[config.mk]
export PLATFORM = sky130hd
export DESIGN_NAME = pm_clkdiv_top
export DESIGN_NICKNAME = d
export VERILOG_FILES = /design/src/rtl/pm_pkg.sv /design/src/rtl/pm_activity.sv /design/src/rtl/pm_mode_ctrl.sv /design/src/rtl/pm_divider.sv /design/src/rtl/pm_clkdiv_top.sv
export SDC_FILE = /design/constraint.sdc
export NUM_CORES = 1
export LEC_CHECK = 0
export BUFFER_PORTS_ARGS = -buffer_cell sky130_fd_sc_hd__buf_4
export CAP_MARGIN = 15
export CORE_MARGIN = 3
export CORE_UTILIZATION = 46
export CTS_CLUSTER_DIAMETER = 150
export CTS_CLUSTER_SIZE = 28
export DETAILED_ROUTE_END_ITERATION = 10
export PLACE_DENSITY_LB_ADDON = 0.08
export SETUP_SLACK_MARGIN = 0.4
export SLEW_MARGIN = 20
export SYNTH_ARGS = -nofsm -noshare
export SYNTH_HDL_FRONTEND = slang
export SYNTH_SLANG_ARGS = --single-unit
[constraint.sdc]
create_clock -name clk -period 1.12 [get_ports clk]
set_input_delay 0.112 -clock clk [delete_from_list [all_inputs] [get_ports clk]]
set_output_delay 0.112 -clock clk [all_outputs]
set_load 0.005 [all_outputs]
[src/rtl/pm_pkg.sv]
package pm_pkg;
  // Classification of each oscillator cycle for the divider.
  typedef enum logic [1:0] {
    DIV_FULL  = 2'd0,  // mode off next cycle: enable every cycle
    DIV_ENTER = 2'd1,  // mode turning on: restart spacing
    DIV_SLOW  = 2'd2   // mode staying on: count towards the next pulse
  } div_step_e;
endpackage

[src/rtl/pm_activity.sv]
// Level and rising-transition summary for a group of activity flags.
module pm_activity #(
  parameter int WIDTH = 2
) (
  input  logic             clk,
  input  logic             rst,
  input  logic [WIDTH-1:0] lvl_i,
  output logic             any_o,
  output logic             rise_o
);
  logic [WIDTH-1:0] prev_q;
  logic [WIDTH-1:0] rise_bits;

  always_ff @(posedge clk) begin
    if (rst) prev_q <= '0;
    else     prev_q <= lvl_i;
  end

  genvar gi;
  generate
    for (gi = 0; gi < WIDTH; gi++) begin : g_bit
      assign rise_bits[gi] = lvl_i[gi] & ~prev_q[gi];
    end
  endgenerate

  assign any_o  = |lvl_i;
  assign rise_o = |rise_bits;

  // A rising flag is always also an active flag.
  assert_rise_is_active_R7: assert property (@(posedge clk) disable iff (rst)
    rise_o |-> any_o);
endmodule

[src/rtl/pm_mode_ctrl.sv]
// Holds the low-power mode bit and the wake-enable bit.
module pm_mode_ctrl (
  input  logic clk,
  input  logic rst,
  input  logic wr_mode_en,
  input  logic wr_mode_val,
  input  logic wr_swb_en,
  input  logic wr_swb_val,
  input  logic block_i,
  input  logic wake_i,
  output logic mode_d_o,
  output logic mode_q_o,
  output logic swb_q_o
);
  logic mode_q;
  logic swb_q;
  logic mode_d;

  always_comb begin
    mode_d = mode_q;
    if (wr_mode_en) begin
      if (!wr_mode_val)  mode_d = 1'b0;
      else if (!block_i) mode_d = 1'b1;
    end
    if (swb_q && mode_q && wake_i) mode_d = 1'b0;
  end

  always_ff @(posedge clk) begin
    if (rst) begin
      mode_q <= 1'b0;
      swb_q  <= 1'b0;
    end else begin
      mode_q <= mode_d;
      if (wr_swb_en) swb_q <= wr_swb_val;
    end
  end

  assign mode_d_o = mode_d;
  assign mode_q_o = mode_q;
  assign swb_q_o  = swb_q;

  assert_guarded_set_R5: assert property (@(posedge clk) disable iff (rst)
    (wr_mode_en && wr_mode_val && !mode_q && block_i) |=> !mode_q);

  assert_switchback_R7: assert property (@(posedge clk) disable iff (rst)
    (swb_q && mode_q && wake_i) |=> !mode_q);

  assert_swb_hold_R8: assert property (@(posedge clk) disable iff (rst)
    !wr_swb_en |=> $stable(swb_q));

  assert_clear_write_R4: assert property (@(posedge clk) disable iff (rst)
    (wr_mode_en && !wr_mode_val) |=> !mode_q);
endmodule

[src/rtl/pm_divider.sv]
// Produces the registered system clock enable.
module pm_divider
  import pm_pkg::*;
#(
  parameter int DIV_WIDTH = 8
) (
  input  logic clk,
  input  logic rst,
  input  logic mode_d_i,
  input  logic mode_q_i,
  output logic ce_o
);
  localparam logic [DIV_WIDTH-1:0] CNT_MAX = {DIV_WIDTH{1'b1}};

  logic [DIV_WIDTH-1:0] cnt_q;
  logic                 ce_q;
  div_step_e            step;

  always_comb begin
    if (!mode_d_i)     step = DIV_FULL;
    else if (!mode_q_i) step = DIV_ENTER;
    else               step = DIV_SLOW;
  end

  always_ff @(posedge clk) begin
    if (rst) begin
      cnt_q <= '0;
      ce_q  <= 1'b1;
    end else begin
      case (step)
        DIV_ENTER: begin
          cnt_q <= '0;
          ce_q  <= 1'b0;
        end
        DIV_SLOW: begin
          cnt_q <= cnt_q + 1'b1;
          ce_q  <= (cnt_q == CNT_MAX);
        end
        default: begin
          cnt_q <= '0;
          ce_q  <= 1'b1;
        end
      endcase
    end
  end

  assign ce_o = ce_q;

  assert_full_rate_R1: assert property (@(posedge clk) disable iff (rst)
    !mode_q_i |-> ce_q);

  assert_entry_quiet_R2: assert property (@(posedge clk) disable iff (rst)
    $rose(mode_q_i) |-> !ce_q);

  assert_fast_exit_R3: assert property (@(posedge clk) disable iff (rst)
    $fell(mode_q_i) |-> ce_q);
endmodule

[src/rtl/pm_clkdiv_top.sv]
module pm_clkdiv_top #(
  parameter int DIV_WIDTH  = 8,
  parameter int NUM_SERIAL = 2,
  parameter int NUM_EXTINT = 4
) (
  input  logic                  clk,
  input  logic                  rst,
  input  logic                  wr_mode_en,
  input  logic                  wr_mode_val,
  input  logic                  wr_swb_en,
  input  logic                  wr_swb_val,
  input  logic [NUM_SERIAL-1:0] serial_busy,
  input  logic [NUM_EXTINT-1:0] extint_pend,
  output logic                  sys_ce,
  output logic                  mode_bit,
  output logic                  swb_bit
);
  logic ser_any, ser_rise;
  logic ext_any, ext_rise;
  logic mode_d, mode_q, swb_q;

  pm_activity #(.WIDTH(NUM_SERIAL)) u_ser_act (
    .clk(clk), .rst(rst), .lvl_i(serial_busy),
    .any_o(ser_any), .rise_o(ser_rise)
  );

  pm_activity #(.WIDTH(NUM_EXTINT)) u_ext_act (
    .clk(clk), .rst(rst), .lvl_i(extint_pend),
    .any_o(ext_any), .rise_o(ext_rise)
  );

  pm_mode_ctrl u_ctrl (
    .clk(clk), .rst(rst),
    .wr_mode_en(wr_mode_en), .wr_mode_val(wr_mode_val),
    .wr_swb_en(wr_swb_en), .wr_swb_val(wr_swb_val),
    .block_i(ser_any | ext_any), .wake_i(ser_rise | ext_rise),
    .mode_d_o(mode_d), .mode_q_o(mode_q), .swb_q_o(swb_q)
  );

  pm_divider #(.DIV_WIDTH(DIV_WIDTH)) u_div (
    .clk(clk), .rst(rst), .mode_d_i(mode_d), .mode_q_i(mode_q), .ce_o(sys_ce)
  );

  assign mode_bit = mode_q;
  assign swb_bit  = swb_q;

  assert_reset_state_R9: assert property (@(posedge clk)
    $past(rst) |-> (!mode_bit && !swb_bit && sys_ce));
endmodule

# Word-level counts from Yosys, hierarchy flattened
# Cells that the tools add are included.
[totals]
wordCells = 39
inputBits = 12
out_inout_bits = 3
reg_bits = 17
[classes]
reduce_logical = 7
mux = 7
n_addsub = 1
eq_ne = 3
n_bitwise = 15
[ops]
columns = ["op", "count"]
rows = [
  ["8-bit by 1-bit adder with 8-bit output (second input constant)", 1],
  ["8-bit equality test (second input constant)", 1],
  ["4-bit OR reduction", 2],
  ["1-bit inverter", 7],
  ["1-bit bitwise AND", 6],
  ["2-bit OR reduction", 3],
  ["1-bit two-way mux", 4],
  ["2-bit two-way mux", 2],
  ["2-bit by 1-bit equality test with 1-bit output (second input constant)", 1],
  ["2-bit equality test (second input constant)", 1],
  ["1-bit logical AND", 2],
  ["1-bit bitwise OR", 2],
  ["1-bit case mux with 2 select lines", 1],
]

# Logic depth before layout (Yosys ltp)
# Gate-level depths: netlist of run 1.
[logic_depth]
ltp_word = 10
mapped_depth = 5
depth_no_buf = 5

# Hierarchy
# Synthesis of run 1 repeated with hierarchy kept, for this count alone.
[hier_totals]
cells_unflattened = 73
hier_area_um2 = 705.7
[modules_own_cells]
columns = ["mod", "instances", "cells_each", "seq_area_each_um2", "area_per_inst_um2"]
rows = [
  ["pm_divider", 1, 38, 180.2, 372.9],
  ["pm_activity at u_ext_act", 1, 14, 80.1, 142.6],
  ["pm_mode_ctrl", 1, 11, 40.0, 106.4],
  ["pm_activity at u_ser_act", 1, 8, 40.0, 71.3],
  ["pm_clkdiv_top", 1, 2, 0.0, 12.5],
]

# Least setup slack after synthesis of run 1
# OpenSTA, ideal clock, no wires.
[synth_path]
kind = "reg2reg"
startpoint = "register u_ext_act.prev_q[2]"
endpoint = "register u_div.cnt_q[2]"
t_arrival_ns = 1.056
period_less_slack_ns = 1.121
path_stages_with_launch = 5
setup_time_ns = 0.065
slack_ns = -0.001
n_path_buf = 0
t_required_ns = 1.055
path_cell_list = "dfxtp_1 > nor2b_4 > a2111oi_4 > a31oi_4 > nor2_1"
[synth_via]
elab_chain_len = 10
[synth_lines]
columns = ["element", "line", "rtl"]
rows = [
  ["start, declared", "pm_activity.sv:11", "logic [WIDTH-1:0] prev_q;"],
  ["start signal, assigned", "pm_activity.sv:16", "else prev_q <= lvl_i;"],
  ["1-bit inverter", "pm_activity.sv:22", "assign rise_bits[gi] = lvl_i[gi] & ~prev_q[gi];"],
  ["1-bit bitwise AND", "pm_activity.sv:22", ""],
  ["4-bit OR reduction", "pm_activity.sv:27", "assign rise_o = |rise_bits;"],
  ["1-bit bitwise OR", "pm_clkdiv_top.sv:36", ".block_i(ser_any | ext_any), .wake_i(ser_rise | ext_rise),"],
  ["1-bit logical AND", "pm_mode_ctrl.sv:25", "if (swb_q && mode_q && wake_i) mode_d = 1'b0;"],
  ["1-bit two-way mux", "pm_mode_ctrl.sv:25", ""],
  ["2-bit two-way mux", "pm_divider.sv:20", "if (!mode_d_i) step = DIV_FULL;"],
  ["2-bit equality test", "pm_divider.sv:30", "case (step)"],
  ["1-bit inverter (no source line)", "--", ""],
  ["2-bit OR reduction (no source line)", "--", ""],
  ["end signal, assigned", "pm_divider.sv:36", "cnt_q <= cnt_q + 1'b1;"],
  ["end, declared", "pm_divider.sv:15", "logic [DIV_WIDTH-1:0] cnt_q;"],
]
# No other way between the ends.
# A chain may end at the register's enable or synchronous reset.

# Worst setup path in the final report of run 1
[layout_path]
startpoint = "register u_ser_act.prev_q[1]"
endpoint = "register u_div.ce_q (netlist: u_div.ce_o)"
[layout_via]
elab_chain_len = 9
elab_cells_between_ends = 10
cone_classes = "eq/ne (2); mux (3); bitwise (3); reduce/logical (2)"
[layout_lines]
columns = ["element", "line", "rtl"]
rows = [
  ["start, declared", "pm_activity.sv:11", ""],
  ["start signal, assigned", "pm_activity.sv:16", ""],
  ["1-bit inverter *", "pm_activity.sv:22", ""],
  ["1-bit bitwise AND *", "pm_activity.sv:22", ""],
  ["2-bit OR reduction *", "pm_activity.sv:27", ""],
  ["1-bit bitwise OR *", "pm_clkdiv_top.sv:36", ""],
  ["1-bit logical AND *", "pm_mode_ctrl.sv:25", ""],
  ["1-bit two-way mux *", "pm_mode_ctrl.sv:25", ""],
  ["2-bit two-way mux *", "pm_divider.sv:20", ""],
  ["2-bit equality test or 2-bit by 1-bit equality test with 1-bit output (tied branches)", "pm_divider.sv:30", ""],
  ["1-bit case mux with 2 select lines *", "pm_divider.sv:30", ""],
  ["end signal, assigned", "pm_divider.sv:37", "ce_q <= (cnt_q == CNT_MAX);"],
  ["end, declared", "pm_divider.sv:16", "logic ce_q;"],
]
# Mark *: on every way between the ends. The rest lies on a longest branch, timed or not.

==> flow_metrics.tcl, run 1 <==
set metrics [dict create \
    outcome "finished with violations" \
    violations "setup timing" \
    die_w_um 45.69 \
    finalWeightedCongestion 0.6739 \
    pin_count 15 \
    finClkSkew_ns 0.003784 \
    max_freq_ghz 0.8219 \
    drc 0 \
    arrival_ns 1.40 \
    initial_utilization_pct 52.40 \
    crit_path_start_kind "flip-flop" \
    setup.worst_path.class "reg2reg" \
    worst_pin_slew_ns 0.4220 \
    hold_viol 0 \
    dr_total_vias 600 \
    reg2reg_depth 4 \
    cts_sinks 17 \
    hold_path.class "in2reg" \
    path_buf_inv 1 \
    min-delay-start "extint_pend[3]" \
    die_h_um 45.69 \
    r2r-end "u_div.ce_o" \
    ys_warn_count 0 \
    synth_top_family_by_area "simple AND/OR/NAND/NOR gates" \
    setup_slack_ns -0.09669 \
    design_area_um2 1050 \
    antenna_left 0 \
    place_ws_ns -0.06198 \
    gr-total-overflow 0 \
    grt_max_degree 11 \
    ys_types 24 \
    p_leak_nw 0.3943 \
    drt_iter0_drc 13 \
    wire_per_inst_um 12.28 \
    viasPerCell 5.172 \
    drive_gt1_share_pct 48.51 \
    wirelength_um 1425 \
    finalMaxSlewViolations 0 \
    drt_pass1_iterations 4 \
    hold_end "u_ext_act.prev_q[3]" \
    die_area_um2 2087 \
    cts_tree "done" \
    rsz0062_at_grt "yes" \
    hold-worst-slack_ns 0.04975 \
    finalCriticalPeriod_ns 1.217 \
    clk_pin_slew_ns 0.10 \
    antenna_cells 0 \
    maxCapViolations 0 \
    cellPowerDensity_nw_per_um2 1026 \
    ys_ff_latch 17 \
    ir_worst_vdd_mv 0.6682 \
    final_cell_mix "buf_4 (17), nor2_1 (14), dfxtp_2 (9)" \
    hpwl_um 1022 \
    cpLargestDelayFamily "compound AO/OA/AOI/OAI gates" \
    ctsLongestPathBuffers 2 \
    cts_buffers 3 \
    syn2layout_area_growth_pct 44.91 \
    synth-compound-area-share_pct 10.88 \
    synth_fa_ha_area_share_pct 1.727 \
    track_usage_pct 15.41 \
    dpl_cell_area_um2 885.9 \
    htreeDepth 1 \
    slowest_stage "a2111oi_4" \
    period_share_pct 108.6 \
    ys_seq_area_share_pct 46.98 \
    synth_xor_area_share_pct 7.254 \
    worst_skew_pair.late_latency_ns 0.29 \
    setup_viol 10 \
    rows 13 \
    core_area_um2 1383 \
    cp_max_fo 3 \
    fin_nets 115 \
    critical_path_required_ns 1.30 \
    cp-end-kind "flip-flop" \
    cts_hold_buf 0 \
    synthSimpleGateAreaFrac_pct 29.02 \
    synth_nets 89 \
    synthesis.area_um2 724.4 \
    hold_depth 2 \
    antenna_found_initial 0 \
    relSlewSlack_pct 71.80 \
    timing.rr.start "u_ser_act.prev_q[1]" \
    port_buffers 14 \
    cts-root-buf "clkbuf_4" \
    final_common_cell "buf_4" \
    max_stage_delay_ns 0.45 \
    syn_inst 76 \
    synth_area_per_cell_um2 9.532 \
    crit_chain "nor2b_2 > a2111oi_4 > buf_4 > a31oi_2" \
    grt_pass1_vias 561 \
    grt_pass1_wl_um 2318 \
    synth.area.mux_share_pct 1.382 \
    r2r_slack_ns -0.1 \
]
-- cells in the mapped netlist (all sizes together) --
cell	count	area [um^2]
dfxtp	17	340.3
nor2	15	56.30
nor2b	8	57.55
nand3	5	25.02
inv	4	15.01
a31oi	3	33.78
nand2	3	11.26
nand2b	3	18.77
xnor2	3	26.28
xor2	3	26.28
a2111oi	1	27.53
and2	1	6.260
and3	1	6.260
buf	1	5.000
ha	1	12.51
mux2i	1	10.01
nand4	1	6.260
nor3b	1	7.510
nor4	1	6.260
nor4b	1	8.760
o22a	1	8.760
o32ai	1	8.760
-- state kept, by name, indices dropped and copies added (netlist names) --
register / flops
u_ser_act.prev_q: 2
u_div.cnt_q: 8
u_ext_act.prev_q: 4
u_ctrl.swb_q_o: 1
u_div.ce_o: 1
u_ctrl.mode_q_o: 1
-- worst register-to-register path, cell delays in order, from the launching register on --
cell	delay (ns)
dfxtp_2	0.34
nor2b_2	0.04
a2111oi_4	0.45
buf_4	0.19
a31oi_2	0.08
-- metrics by stage --
step / setup TNS (ns) / cells / util (%) / total power, W
2_1_floorplan: 0 / 76 / - / 0.0006870
5_1_grt: -1.470 / 116 / 75.93 / 0.001141
6_report: -0.7407 / 116 / 75.93 / 0.001078
4_1_cts: -0.6485 / 114 / 70.41 / 0.001075
3_3_place_gp: -0.2395 / 109 / 64.07 / 0.0007358
3_5_place_dp: -0.4993 / 109 / 64.07 / 0.0007382
-- power breakdown --
part / total [W] / switching [W] / internal (W)
sequential: 0.000623 / 0.00000651 / 0.000617
clock: 0.000335 / 0.000202 / 0.000133
combinational: 0.000119 / 0.0000525 / 0.0000664
total: 0.00108 / 0.000261 / 0.000816
-- how the worst max path moves through the flow --
stage          slack (ns)           startpoint        endpoint  depth (start not counted)
2_1_floorplan        0.05  u_ser_act.prev_q[0]  u_div.cnt_q[0]                          4
3_3_place_gp        -0.04       serial_busy[1]  u_div.cnt_q[5]                          5
3_5_place_dp        -0.06       serial_busy[1]  u_div.cnt_q[3]                          5
4_1_cts             -0.08  u_ser_act.prev_q[0]  u_div.cnt_q[4]                          4
5_1_grt             -0.17  u_ser_act.prev_q[1]  u_div.cnt_q[5]                          4
6_report             -0.1  u_ser_act.prev_q[1]      u_div.ce_o                          4
-- final cells by class --
class / count / area (um^2)
multi-input combinational: 54 / 449.2
inverter: 4 / 15.01
fill: 92 / 332.8
timing repair buffer: 22 / 183.9
clock buffer: 3 / 22.52
tap: 15 / 18.77
clock inverter: 1 / 5.005
sequential: 17 / 355.3
-- what timing repair did --
action,in CTS,in global routing
setup buffers,1,2
endpoints found under the setup margin,14,14
gates resized for setup,14,14
pin swaps,7,6
-- routing by layer --
metal / global-route usage (%) / vias up / wire, um
met1: 21.93 / 276 / 718
met2: 22.56 / 17 / 621
met5: 0 / - / 0
li1: - / 305 / -
met3: 3.557 / 2 / 74
met4: 5.263 / 0 / 10
-- cell families (layout without fill, tap and decap cells) --
family                   Yosys count  after routing
adder cells (fa/ha/maj)            1              1
buffers and inverters              5             30
AO/OA/AOI/OAI                      6              6
flip-flops                        17             17
AND/OR/NAND/NOR                   40             40
multiplexers                       1              1
XOR/XNOR                           6              6
Note: power is estimated with default switching activity, not from simulation.
==> run 2, diff against run 1 <==
--- a/config.mk
+++ b/config.mk
@@ -14,3 +14,3 @@
 export DETAILED_ROUTE_END_ITERATION = 10
-export PLACE_DENSITY_LB_ADDON = 0.08
+export PLACE_DENSITY = 0.71
 export SETUP_SLACK_MARGIN = 0.4
--- a/constraint.sdc
+++ b/constraint.sdc
@@ -3,2 +3,2 @@
 set_output_delay 0.112 -clock clk [all_outputs]
-set_load 0.005 [all_outputs]
+set_load 0.01 [all_outputs]
==> flow_metrics.tcl, run 2 (same netlist as run 1, synthesis figures left out) <==
set metrics [dict create \
    maxCapViolations 0 \
    setup_viol 10 \
    ir_worst_vdd_mv 0.8912 \
    drc 0 \
    critical_path_required_ns 1.35 \
    initial_utilization_pct 52.40 \
    cellPowerDensity_nw_per_um2 1122 \
    core_area_um2 1383 \
    crit_path_start_kind "flip-flop" \
    drt_pass1_iterations 4 \
    finalWeightedCongestion 0.6505 \
    fin_nets 111 \
    fin_cells 112 \
    antenna_found_initial 0 \
    gr-total-overflow 0 \
    timing.rr.start "u_ser_act.prev_q[1]" \
    die_h_um 45.69 \
    cts_sinks 17 \
    wirelength_um 1260 \
    track_usage_pct 14.20 \
    p_leak_nw 0.3637 \
    hold_viol 0 \
    antenna_left 0 \
    grt_pass1_wl_um 2076 \
    pin_count 15 \
    setup_slack_ns -0.08253 \
    die_w_um 45.69 \
    viasPerCell 4.893 \
    hpwl_um 967.5 \
    cts-root-buf "clkbuf_4" \
    outcome "finished with violations" \
    antenna_cells 0 \
    reg2reg_depth 4 \
    place_ws_ns -0.1022 \
    design_area_um2 935.9 \
    worst_skew_pair.late_latency_ns 0.29 \
    rows 13 \
    top_register "u_div.cnt_q" \
    top_regs "u_div.cnt_q x8, u_ext_act.prev_q x4, u_ser_act.prev_q x2" \
    relSlewSlack_pct 74.47 \
    cts_buffers 3 \
    fillers 124 \
    setup.worst_path.class "reg2reg" \
    r2r_slack_ns -0.08 \
    hold_end "u_ext_act.prev_q[0]" \
    r2r-end "u_div.cnt_q[5]" \
    drt_iter0_drc 7 \
    dpl_cell_area_um2 870.8 \
    die_area_um2 2087 \
    rsz0062_at_grt "yes" \
    place_inst 107 \
    cts_tree "done" \
    syn2layout_area_growth_pct 29.19 \
    drive_gt1_share_pct 35.05 \
    cp-end-kind "flip-flop" \
    max_freq_ghz 0.8316 \
    dr_total_vias 548 \
    finClkSkew_ns 0.007368 \
    wire_per_inst_um 11.25 \
    finalCriticalPeriod_ns 1.203 \
    finalMaxSlewViolations 0 \
    violations "setup timing" \
    arrival_ns 1.44 \
    ctsLongestPathBuffers 2 \
    worst_pin_slew_ns 0.3830 \
    hold_path.class "in2reg" \
    utilization_pct 67.69 \
    clk_pin_slew_ns 0.10 \
    final_cell_mix "nor2_1 (14), buf_4 (14), dfxtp_1 (13)" \
    period_share_pct 107.4 \
    htreeDepth 1 \
    setup_tns_ns -0.6036 \
    cp_max_fo 8 \
    grt_max_degree 11 \
    largest_register_ffs 8 \
    hold_depth 2 \
    grt_pass1_vias 527 \
    min-delay-start "rst" \
    port_buffers 14 \
]
run 2: worst max path at each step:
stage	startpoint	slack, ns	end	cells after the start
floorplan	u_ser_act.prev_q[0]	0.05	u_div.cnt_q[0]	4
global placement	serial_busy[1]	-0.04	u_div.cnt_q[0]	5
detailed placement	serial_busy[1]	-0.10	u_div.cnt_q[0]	5
CTS	u_ser_act.prev_q[0]	-0.09	u_div.cnt_q[0]	4
global route	u_ser_act.prev_q[1]	-0.12	u_div.cnt_q[7]	4
finish	u_ser_act.prev_q[1]	-0.08	u_div.cnt_q[5]	4
run 2: per-stage QoR:
stage | hold slack, ns | power (W)
finish | 0.04538 | 0.001050
global route | 0.04778 | 0.001102
CTS | 0.03399 | 0.001060
detailed placement | 0.3502 | 0.0007355
global placement | 0.3414 | 0.0007340
floorplan | 0.2400 | 0.0006879
run 2: timing repair:
action | CTS | global route
pin swaps | 4 | 6
hold buffers | 0 | 0
gates resized for setup | 8 | 2
endpoints found under the setup margin | 13 | 14
setup buffers | 1 | 0
run 2: final cells by class:
cell class | count | area, um^2 | share of cell area [%]
Multi-Input combinational cell | 54 | 376.6 | 40.24
Sequential cell | 17 | 347.8 | 37.17
Clock inverter | 1 | 5.005 | 0.5348
Clock buffer | 3 | 22.52 | 2.406
Tap cell | 15 | 18.77 | 2.005
Timing Repair Buffer | 18 | 150.1 | 16.04
Inverter | 4 | 15.01 | 1.604
run 2: report_power, final:
part,total (W),internal (W),switching [W]
Combinational,0.000105,0.0000613,0.0000435
Clock,0.000322,0.000133,0.000190
Sequential,0.000623,0.000617,0.00000626
run 2: worst max-delay path, stage by stage, from the launching register on:
cell,delay (ns)
dfxtp_2,0.33
nor2b_2,0.04
a2111oi_4,0.42
a31oi_4,0.21
nor2_1,0.14
run 2: routing by layer:
layer	track usage, %	wire, um	vias to the layer above
met5	0	0	-
met4	8.772	21	0
met3	2.372	62	2
met2	20.89	546	12
met1	19.08	629	238
li1	-	-	296
